--- config.mk ---
export PLATFORM = sky130hd
export DESIGN_NAME = mem_access_router
export DESIGN_NICKNAME = d
export VERILOG_FILES = /design/src/rtl/mem_access_router_pkg.sv /design/src/rtl/mem_access_router_ctrl.sv /design/src/rtl/mem_access_router_datapath.sv /design/src/rtl/mem_access_router.sv
export SDC_FILE = /design/constraint.sdc
export NUM_CORES = 2
export LEC_CHECK = 0
export BUFFER_PORTS_ARGS = -buffer_cell sky130_fd_sc_hd__buf_2
export CAP_MARGIN = 20
export CORE_ASPECT_RATIO = 1.2
export CORE_MARGIN = 1
export CORE_UTILIZATION = 50
export CTS_CLUSTER_SIZE = 10
export DETAILED_ROUTE_END_ITERATION = 12
export GPL_TIMING_DRIVEN = 1
export PLACE_DENSITY = 0.64
export SYNTH_ARGS = -nofsm -noshare
export SYNTH_HDL_FRONTEND = slang
export SYNTH_SLANG_ARGS = --single-unit
--- constraint.sdc ---
create_clock -name clk -period 7.1 [get_ports clk]
set_input_delay 0.71 -clock clk [delete_from_list [all_inputs] [get_ports clk]]
set_output_delay 0.71 -clock clk [all_outputs]
set_load 0.01 [all_outputs]
--- src/rtl/mem_access_router_pkg.sv ---
package mem_access_router_pkg;

  typedef enum logic [1:0] {
    ACC_DIRECT   = 2'd0,
    ACC_INDIRECT = 2'd1,
    ACC_MOVX_REG = 2'd2,
    ACC_MOVX_PTR = 2'd3
  } acc_e;

  typedef enum logic [2:0] {
    TGT_NONE = 3'd0,
    TGT_LOW  = 3'd1,
    TGT_UP   = 3'd2,
    TGT_SFR  = 3'd3,
    TGT_XRAM = 3'd4,
    TGT_EXT  = 3'd5
  } tgt_e;

  typedef enum logic [1:0] {
    PH_IDLE = 2'd0,
    PH_ALE  = 2'd1,
    PH_STB  = 2'd2,
    PH_REL  = 2'd3
  } phase_e;

  typedef struct packed {
    logic lowWe;
    logic upWe;
    logic xWe;
    logic latch;
    logic capture;
    logic ale;
    logic strobe;
    tgt_e rdSel;
  } ctl_strobes_t;

endpackage

--- src/rtl/mem_access_router_ctrl.sv ---
module mem_access_router_ctrl
  import mem_access_router_pkg::*;
#(
  parameter int ADDR_W     = 16,
  parameter int DATA_W     = 8,
  parameter int XRAM_DEPTH = 256
) (
  input  logic              clk,
  input  logic              rstN,
  input  logic              reqValid,
  input  logic [1:0]        reqType,
  input  logic [ADDR_W-1:0] reqAddr,
  input  logic              reqWrite,
  input  logic              cfgWe,
  input  logic              cfgVal,
  output ctl_strobes_t      st,
  output logic              ready,
  output logic              sfrSel,
  output logic              sfrWe
);

  localparam int XRAM_AW = $clog2(XRAM_DEPTH);
  localparam int HALF_AW = DATA_W - 1;

  logic   bypassX;
  phase_e phase, phaseNext;
  tgt_e   tgt;
  acc_e   kind;
  logic   inUpperHalf;
  logic   belowXramTop;

  // Bypass bit: when set, all external moves leave the chip.
  always_ff @(posedge clk or negedge rstN) begin
    if (!rstN)      bypassX <= 1'b0;
    else if (cfgWe) bypassX <= cfgVal;
  end

  assign kind         = acc_e'(reqType);
  assign inUpperHalf  = reqAddr[HALF_AW];
  assign belowXramTop = ((reqAddr >> XRAM_AW) == '0);

  // Target decode: the addressing mode splits the upper half between RAM and registers.
  always_comb begin
    tgt = TGT_NONE;
    if (reqValid) begin
      unique case (kind)
        ACC_DIRECT:   tgt = inUpperHalf ? TGT_SFR : TGT_LOW;
        ACC_INDIRECT: tgt = inUpperHalf ? TGT_UP  : TGT_LOW;
        ACC_MOVX_REG: tgt = bypassX ? TGT_EXT : TGT_XRAM;
        ACC_MOVX_PTR: tgt = (!bypassX && belowXramTop) ? TGT_XRAM : TGT_EXT;
        default:      tgt = TGT_NONE;
      endcase
    end
  end

  // External bus sequencer.
  always_comb begin
    phaseNext = phase;
    unique case (phase)
      PH_IDLE: if (tgt == TGT_EXT) phaseNext = PH_ALE;
      PH_ALE:  phaseNext = PH_STB;
      PH_STB:  phaseNext = PH_REL;
      PH_REL:  phaseNext = PH_IDLE;
      default: phaseNext = PH_IDLE;
    endcase
  end

  always_ff @(posedge clk or negedge rstN) begin
    if (!rstN) phase <= PH_IDLE;
    else       phase <= phaseNext;
  end

  logic idleNow;
  assign idleNow = (phase == PH_IDLE);

  always_comb begin
    st.lowWe   = idleNow && (tgt == TGT_LOW)  && reqWrite;
    st.upWe    = idleNow && (tgt == TGT_UP)   && reqWrite;
    st.xWe     = idleNow && (tgt == TGT_XRAM) && reqWrite;
    st.latch   = idleNow && (tgt == TGT_EXT);
    st.capture = (phase == PH_STB);
    st.ale     = (phase == PH_ALE);
    st.strobe  = (phase == PH_STB);
    st.rdSel   = idleNow ? tgt : TGT_EXT;
  end

  assign ready  = (phase == PH_REL) || (idleNow && (tgt != TGT_EXT));
  assign sfrSel = idleNow && (tgt == TGT_SFR);
  assign sfrWe  = sfrSel && reqWrite;

  // a configuration write lands exactly one edge later.
  p_cfg_load_r4: assert property (@(posedge clk) disable iff (!rstN)
    cfgWe |=> (bypassX == $past(cfgVal)));

  // the core is stalled during the address phase.
  p_ext_stall_r9: assert property (@(posedge clk) disable iff (!rstN)
    (phase == PH_ALE) |-> !ready);

  // the strobe phase is always followed by release with ready high.
  p_release_ready_r9: assert property (@(posedge clk) disable iff (!rstN)
    (phase == PH_STB) |=> ready);

  // a register-port access never stalls.
  p_sfr_single_r11: assert property (@(posedge clk) disable iff (!rstN)
    sfrSel |-> ready);

endmodule

--- src/rtl/mem_access_router_datapath.sv ---
module mem_access_router_datapath
  import mem_access_router_pkg::*;
#(
  parameter int ADDR_W     = 16,
  parameter int DATA_W     = 8,
  parameter int XRAM_DEPTH = 256
) (
  input  logic              clk,
  input  logic              rstN,
  input  ctl_strobes_t      st,
  input  logic [1:0]        reqType,
  input  logic [ADDR_W-1:0] reqAddr,
  input  logic              reqWrite,
  input  logic [DATA_W-1:0] reqWdata,
  input  logic [DATA_W-1:0] sfrRdata,
  input  logic [DATA_W-1:0] extLoIn,
  output logic [DATA_W-1:0] rdata,
  output logic              extAle,
  output logic              extRdN,
  output logic              extWrN,
  output logic [DATA_W-1:0] extLo,
  output logic              extLoOe,
  output logic [ADDR_W-DATA_W-1:0] extHi,
  output logic              extHiOe
);

  localparam int HALF_AW    = DATA_W - 1;
  localparam int HALF_DEPTH = 1 << HALF_AW;
  localparam int XRAM_AW    = $clog2(XRAM_DEPTH);
  localparam int HI_W       = ADDR_W - DATA_W;

  logic [DATA_W-1:0] lowMem [HALF_DEPTH];
  logic [DATA_W-1:0] upMem  [HALF_DEPTH];
  logic [DATA_W-1:0] xMem   [XRAM_DEPTH];

  logic [HALF_AW-1:0] halfIdx;
  logic [XRAM_AW-1:0] xIdx;
  assign halfIdx = reqAddr[HALF_AW-1:0];
  assign xIdx    = reqAddr[XRAM_AW-1:0];

  always_ff @(posedge clk) begin
    if (st.lowWe) lowMem[halfIdx] <= reqWdata;
    if (st.upWe)  upMem[halfIdx]  <= reqWdata;
    if (st.xWe)   xMem[xIdx]      <= reqWdata;
  end

  // Latched external request and captured read byte.
  logic [ADDR_W-1:0] latAddr;
  logic [DATA_W-1:0] latWdata;
  logic              latWrite;
  logic              latPtr;
  logic [DATA_W-1:0] capData;

  always_ff @(posedge clk or negedge rstN) begin
    if (!rstN) begin
      latAddr  <= '0;
      latWdata <= '0;
      latWrite <= 1'b0;
      latPtr   <= 1'b0;
      capData  <= '0;
    end else begin
      if (st.latch) begin
        latPtr   <= (acc_e'(reqType) == ACC_MOVX_PTR);
        latAddr  <= (acc_e'(reqType) == ACC_MOVX_PTR) ? reqAddr
                                                      : ADDR_W'(reqAddr[DATA_W-1:0]);
        latWdata <= reqWdata;
        latWrite <= reqWrite;
      end
      if (st.capture && !latWrite) capData <= extLoIn;
    end
  end

  // Return path: only the selected target reaches the core.
  always_comb begin
    unique case (st.rdSel)
      TGT_LOW:  rdata = lowMem[halfIdx];
      TGT_UP:   rdata = upMem[halfIdx];
      TGT_SFR:  rdata = sfrRdata;
      TGT_XRAM: rdata = xMem[xIdx];
      TGT_EXT:  rdata = capData;
      default:  rdata = '0;
    endcase
  end

  // Multiplexed bus drive, one phase per cycle.
  always_comb begin
    extAle  = 1'b0;
    extRdN  = 1'b1;
    extWrN  = 1'b1;
    extLo   = '0;
    extLoOe = 1'b0;
    extHi   = '0;
    extHiOe = 1'b0;
    if (st.ale) begin
      extAle  = 1'b1;
      extLo   = latAddr[DATA_W-1:0];
      extLoOe = 1'b1;
      extHiOe = latPtr;
      extHi   = latPtr ? latAddr[ADDR_W-1:DATA_W] : HI_W'(0);
    end
    if (st.strobe) begin
      extHiOe = latPtr;
      extHi   = latPtr ? latAddr[ADDR_W-1:DATA_W] : HI_W'(0);
      if (latWrite) begin
        extWrN  = 1'b0;
        extLo   = latWdata;
        extLoOe = 1'b1;
      end else begin
        extRdN  = 1'b0;
      end
    end
  end

  // at most one of latch enable, read strobe, write strobe at a time.
  p_strobe_excl_r9: assert property (@(posedge clk) disable iff (!rstN)
    $onehot0({extAle, !extRdN, !extWrN}));

  // the byte seen during a read strobe is what the core gets next cycle.
  p_capture_r10: assert property (@(posedge clk) disable iff (!rstN)
    !extRdN |=> (rdata == $past(extLoIn)));

  // expanded-RAM hits keep the bus quiet.
  p_xram_quiet_r8: assert property (@(posedge clk) disable iff (!rstN)
    (st.rdSel == TGT_XRAM) |-> (extRdN && extWrN && !extAle && !extLoOe && !extHiOe));

endmodule

--- src/rtl/mem_access_router.sv ---
module mem_access_router
  import mem_access_router_pkg::*;
#(
  parameter int ADDR_W     = 16,
  parameter int DATA_W     = 8,
  parameter int XRAM_DEPTH = 256
) (
  input  logic                     clk,
  input  logic                     rstN,
  input  logic                     reqValid,
  input  logic [1:0]               reqType,
  input  logic [ADDR_W-1:0]        reqAddr,
  input  logic                     reqWrite,
  input  logic [DATA_W-1:0]        reqWdata,
  output logic [DATA_W-1:0]        rdata,
  output logic                     ready,
  input  logic                     cfgWe,
  input  logic                     cfgVal,
  output logic                     sfrSel,
  output logic                     sfrWe,
  output logic [DATA_W-1:0]        sfrAddr,
  output logic [DATA_W-1:0]        sfrWdata,
  input  logic [DATA_W-1:0]        sfrRdata,
  output logic                     extAle,
  output logic                     extRdN,
  output logic                     extWrN,
  output logic [DATA_W-1:0]        extLo,
  output logic                     extLoOe,
  input  logic [DATA_W-1:0]        extLoIn,
  output logic [ADDR_W-DATA_W-1:0] extHi,
  output logic                     extHiOe
);

  ctl_strobes_t st;

  mem_access_router_ctrl #(
    .ADDR_W(ADDR_W), .DATA_W(DATA_W), .XRAM_DEPTH(XRAM_DEPTH)
  ) u_ctrl (
    .clk(clk), .rstN(rstN), .reqValid(reqValid), .reqType(reqType),
    .reqAddr(reqAddr), .reqWrite(reqWrite), .cfgWe(cfgWe), .cfgVal(cfgVal),
    .st(st), .ready(ready), .sfrSel(sfrSel), .sfrWe(sfrWe)
  );

  mem_access_router_datapath #(
    .ADDR_W(ADDR_W), .DATA_W(DATA_W), .XRAM_DEPTH(XRAM_DEPTH)
  ) u_dp (
    .clk(clk), .rstN(rstN), .st(st), .reqType(reqType), .reqAddr(reqAddr),
    .reqWrite(reqWrite), .reqWdata(reqWdata), .sfrRdata(sfrRdata),
    .extLoIn(extLoIn), .rdata(rdata), .extAle(extAle), .extRdN(extRdN),
    .extWrN(extWrN), .extLo(extLo), .extLoOe(extLoOe), .extHi(extHi),
    .extHiOe(extHiOe)
  );

  assign sfrAddr  = reqAddr[DATA_W-1:0];
  assign sfrWdata = reqWdata;

  // register-port selection is confined to direct accesses.
  p_sfr_direct_only_r3: assert property (@(posedge clk) disable iff (!rstN)
    sfrSel |-> (reqValid && (reqType == 2'd0) && sfrAddr[DATA_W-1]));

endmodule

==> flow_summary.json <==
{
  "run_status": "finished, final reports clean",
  "fin_crit_sh_pct": 90.7,
  "fp.dieW_um": 519,
  "synth_top_area_share_pct": 76.6,
  "clk-insertion-delay-late_ns": 0.95,
  "clock_transition_time_at_the_flip_flop_clock_pins_of_the_worst_setup_and_hold_paths_ns": 0.05,
  "grt_util_all_layers_pct": 28.0,
  "first_global_vias": 81500,
  "postCtsSetupRepairBufs": 0,
  "rsz0062_at_grt": "false",
  "finalWeightedCongestion": 0.892,
  "dpl.hpwl_mm": 282,
  "worstMarginPinSlew_ns": 1.49,
  "maximum_vdd_ir_drop_mv": 0.246,
  "final_antenna_net_count": 0,
  "syn-num-nets": 7561,
  "finClkSkew_ns": 0.0389,
  "synth_top_cells_by_area": "sky130_fd_sc_hd__edfxtp_1 (77%), sky130_fd_sc_hd__mux4_2 (14%), sky130_fd_sc_hd__nor2_1 (1.4%)",
  "report.final.setup_viol": 0,
  "core_box_area_um2": 319000,
  "asyncSetResetFlopFracSynth_pct": 0.895,
  "area_delta_synth_final_pct": 11.1,
  "dominantRegCellSynth": "sky130_fd_sc_hd__edfxtp_1",
  "cts_root_buffer": "sky130_fd_sc_hd__clkbuf_16",
  "drtPass1Iterations": 6,
  "timing.fmax_mhz": 155,
  "power_density_nw_per_um2": 283,
  "synth.avg_cell_area_um2": 21.4,
  "post_synth_edffs": 4096,
  "worstSetupStartpoint": "reqAddr[0]",
  "worstSetupEndpointType": "output port",
  "globalRoute.totalOverflow": 0,
  "cts.htree.levels": 5,
  "dr.first_iter.drc_count": 11800,
  "critical_path.max_fanout": 63,
  "r2r-end": "u_dp.xMem[191][4]",
  "crit_arrival_ns": 5.73,
  "source_of_the_worst_register_to_register_timing_path": "u_ctrl.phase[0]",
  "syn_inst": 7508,
  "final_layout_size_suffix_gt1_share_pct": 24.4,
  "ys_ff_latch": 4133,
  "clock_sink_count": 4133,
  "starting_utilization_of_the_core_area_pct": 50.3,
  "i_o_pin_total": 96,
  "drc_errors": 0,
  "numCtsBuffers": 457,
  "dieHeight_um": 623,
  "cellLeakagePower_nw": 54.9,
  "vias": 81600,
  "worst_r2r_path_depth": 10,
  "timing.final.crit_period_ns": 6.44,
  "clock_tree_from_tritoncts": "built",
  "routed_wire_length_per_instance_um": 37.2,
  "postRouteWirelength_mm": 454,
  "type_of_origin_of_the_critical_path": "input port",
  "row_count": 227,
  "relSlewSlack_pct": 0.640,
  "clockBufferDepth": 4,
  "synth_warnings": 0,
  "fin_tns_setup_ns": 0,
  "final_instance_area_um2": 178000,
  "finish.net_count": 7914,
  "max-cap-violations": 0,
  "route.detailed.vias_per_inst": 6.69,
  "yosys.area.top_type": "sky130_fd_sc_hd__edfxtp_1",
  "reg2reg_setup_slack_ns": 2.65,
  "die_area_um2": 324000,
  "syn-cell-area_um2": 161000,
  "setup.worst_path.end": "rdata[5]",
  "hold_path.class": "input port to flip-flop",
  "critPathRequiredTime_ns": 6.39,
  "grt_start_max_net_pins": 202,
  "placement.cell_area_um2": 166000,
  "fraction_of_the_yosys_area_taken_by_sequential_cells_pct": 77.1,
  "grt_pass1_wl_mm": 632,
  "portBuffers": 95,
  "final_max_slew_viol_count": 0,
  "synth.lib_cells_used.distinct": 75,
  "setup.worst_path.class": "input port to output port",
  "antenna_found_initial": 20,
  "hold_violations": 0
}
-- power breakdown --
part           total [mW]  switching (mW)  leakage, nW  internal (mW)
Combinational        3.09            2.09         11.7          0.998
Clock                20.5            8.82         5.93           11.6
Sequential           27.0          0.0814         37.3           26.9
Total                50.6            11.0         54.9           39.6
-- worst min path at each step --
stage | start | cells past startpoint | slack, ns | endpoint
after floorplan | rstN | 0 | 0.41 | u_ctrl.bypassX
after global placement | u_dp.latAddr[11] | 2 | 0.46 | u_dp.latAddr[11]
after detailed placement | u_dp.latAddr[13] | 2 | 0.47 | u_dp.latAddr[13]
after CTS | reqAddr[11] | 3 | 0.01 | u_dp.latAddr[11]
after global routing | reqAddr[11] | 3 | 0.04 | u_dp.latAddr[11]
final | reqAddr[9] | 3 | 0.07 | u_dp.latAddr[9]
-- sequential cells by signal, summed over array words and instances, names as in the netlist --
name	count
u_dp.upMem	1024
u_dp.capData	8
u_dp.lowMem	1024
u_dp.xMem	2048
u_dp.latWrite	1
u_dp.latWdata	8
u_ctrl.bypassX	1
u_ctrl.phase	2
u_dp.latPtr	1
u_dp.latAddr	16
-- cell usage after synthesis, types with 10 or more instances --
| library cell | n |
|---|---|
| sky130_fd_sc_hd__nand2_1 | 260 |
| sky130_fd_sc_hd__a211oi_1 | 18 |
| sky130_fd_sc_hd__and3_1 | 13 |
| sky130_fd_sc_hd__a22o_1 | 22 |
| sky130_fd_sc_hd__o22ai_1 | 74 |
| sky130_fd_sc_hd__buf_6 | 69 |
| sky130_fd_sc_hd__o21ai_0 | 49 |
| sky130_fd_sc_hd__a221oi_1 | 15 |
| sky130_fd_sc_hd__a31oi_1 | 27 |
| sky130_fd_sc_hd__a2111oi_0 | 12 |
| sky130_fd_sc_hd__o211ai_1 | 10 |
| sky130_fd_sc_hd__dfrtp_1 | 37 |
| sky130_fd_sc_hd__mux4_2 | 1024 |
| sky130_fd_sc_hd__nand4_1 | 34 |
| sky130_fd_sc_hd__mux2i_1 | 144 |
| sky130_fd_sc_hd__buf_1 | 24 |
| sky130_fd_sc_hd__nor2_1 | 585 |
| sky130_fd_sc_hd__edfxtp_1 | 4096 |
| sky130_fd_sc_hd__nor2b_1 | 13 |
| sky130_fd_sc_hd__buf_2 | 108 |
| sky130_fd_sc_hd__and2_1 | 27 |
| sky130_fd_sc_hd__a32oi_1 | 10 |
| sky130_fd_sc_hd__nand3_1 | 92 |
| sky130_fd_sc_hd__buf_4 | 111 |
| sky130_fd_sc_hd__a21oi_1 | 68 |
| sky130_fd_sc_hd__nor4_1 | 24 |
| sky130_fd_sc_hd__mux2_2 | 37 |
| sky130_fd_sc_hd__a22oi_1 | 198 |
| sky130_fd_sc_hd__clkbuf_1 | 148 |
| sky130_fd_sc_hd__nor3_1 | 30 |
-- final cells by class --
class / instances / area [um^2]
Fill cell: 23400 / 141000
Sequential cell: 4133 / 124000
Multi-Input combinational cell: 2897 / 33900
Clock buffer: 534 / 11900
Tap cell: 4236 / 5300
Timing Repair Buffer: 362 / 3130
Clock inverter: 14 / 200
Inverter: 10 / 46.3
Antenna cell: 13 / 32.5
-- kinds of logic after synthesis --
| group | Yosys count | share of synthesized area (%) |
|---|---|---|
| flops | 4133 | 77.1 |
| mux | 1205 | 15.5 |
| simple gates | 1137 | 3.09 |
| compound gates | 550 | 2.39 |
| buf+inv | 478 | 1.84 |
| fa+ha+maj | 5 | 0.0389 |
-- metal layers --
metal | up-vias | track usage (%) | wire length, um
met2 | 5079 | 44.1 | 217000
li1 | 31900 | - | -
met1 | 43700 | 38.1 | 170000
met4 | 9 | 12.1 | 22100
met3 | 901 | 5.72 | 46100
met5 | - | 0 | 61
-- critical path: stages --
cell                       delay, ns
sky130_fd_sc_hd__buf_12         0.37
sky130_fd_sc_hd__buf_4          0.54
sky130_fd_sc_hd__buf_4          0.41
sky130_fd_sc_hd__mux4_2         0.55
sky130_fd_sc_hd__a22oi_1        0.24
sky130_fd_sc_hd__a21oi_1        0.18
sky130_fd_sc_hd__o41ai_1        0.72
sky130_fd_sc_hd__nand3_1        0.51
sky130_fd_sc_hd__a31oi_1        0.65
sky130_fd_sc_hd__buf_4          0.26
sky130_fd_sc_hd__o211ai_1       0.21
sky130_fd_sc_hd__buf_2          0.24
-- cells in the final DEF, fill, tap and decap left out, types with 10 or more instances in the layout --
master                      Yosys  layout
sky130_fd_sc_hd__a2111oi_0     12      12
sky130_fd_sc_hd__a211oi_1      18      18
sky130_fd_sc_hd__a21oi_1       68      68
sky130_fd_sc_hd__a221oi_1      15      15
sky130_fd_sc_hd__a22o_1        22      22
sky130_fd_sc_hd__a22oi_1      198     198
sky130_fd_sc_hd__a31oi_1       27      27
sky130_fd_sc_hd__a32oi_1       10      10
sky130_fd_sc_hd__and2_1        27      24
sky130_fd_sc_hd__and3_1        13      13
sky130_fd_sc_hd__buf_12         3      39
sky130_fd_sc_hd__buf_2        108      81
sky130_fd_sc_hd__buf_4        111     224
sky130_fd_sc_hd__buf_8          4      11
sky130_fd_sc_hd__clkbuf_1     148      66
sky130_fd_sc_hd__clkbuf_16      0     466
sky130_fd_sc_hd__dfrtp_1       37      37
sky130_fd_sc_hd__diode_2        0      13
sky130_fd_sc_hd__edfxtp_1    4096    4096
sky130_fd_sc_hd__mux2_2        37      37
sky130_fd_sc_hd__mux2i_1      144     144
sky130_fd_sc_hd__mux4_2      1024    1024
sky130_fd_sc_hd__nand2_1      260     253
sky130_fd_sc_hd__nand3_1       92      92
sky130_fd_sc_hd__nand4_1       34      34
sky130_fd_sc_hd__nor2_1       585     578
sky130_fd_sc_hd__nor3_1        30      29
sky130_fd_sc_hd__nor4_1        24      23
sky130_fd_sc_hd__o211ai_1      10      10
sky130_fd_sc_hd__o21ai_0       49      49
sky130_fd_sc_hd__o22ai_1       74      74
-- stage by stage --
| step | utilization [%] | worst slack [ns] | power, mW | instances | hold slack (ns) |
|---|---|---|---|---|---|
| 3_5_place_dp | 52.1 | 0.631 | 30.6 | 11600 | 0.469 |
| 4_1_cts | 55.9 | 0.654 | 50.7 | 12200 | 0.0135 |
| 6_report | 55.9 | 0.661 | 50.6 | 12200 | 0.0681 |
| 5_1_grt | 55.9 | 0.380 | 51.6 | 12200 | 0.0448 |
| 2_1_floorplan | - | 3.49 | 29.0 | 7508 | 0.414 |
| 3_3_place_gp | 52.1 | 0.546 | 30.5 | 11600 | 0.457 |
-- repair_timing --
item,in CTS,in global routing
endpoints found under the setup margin,0,0
hold buffers,4,0
resized for setup,0,0
endpoints found under the hold margin,39,0
(Power assumes the default switching activity.)
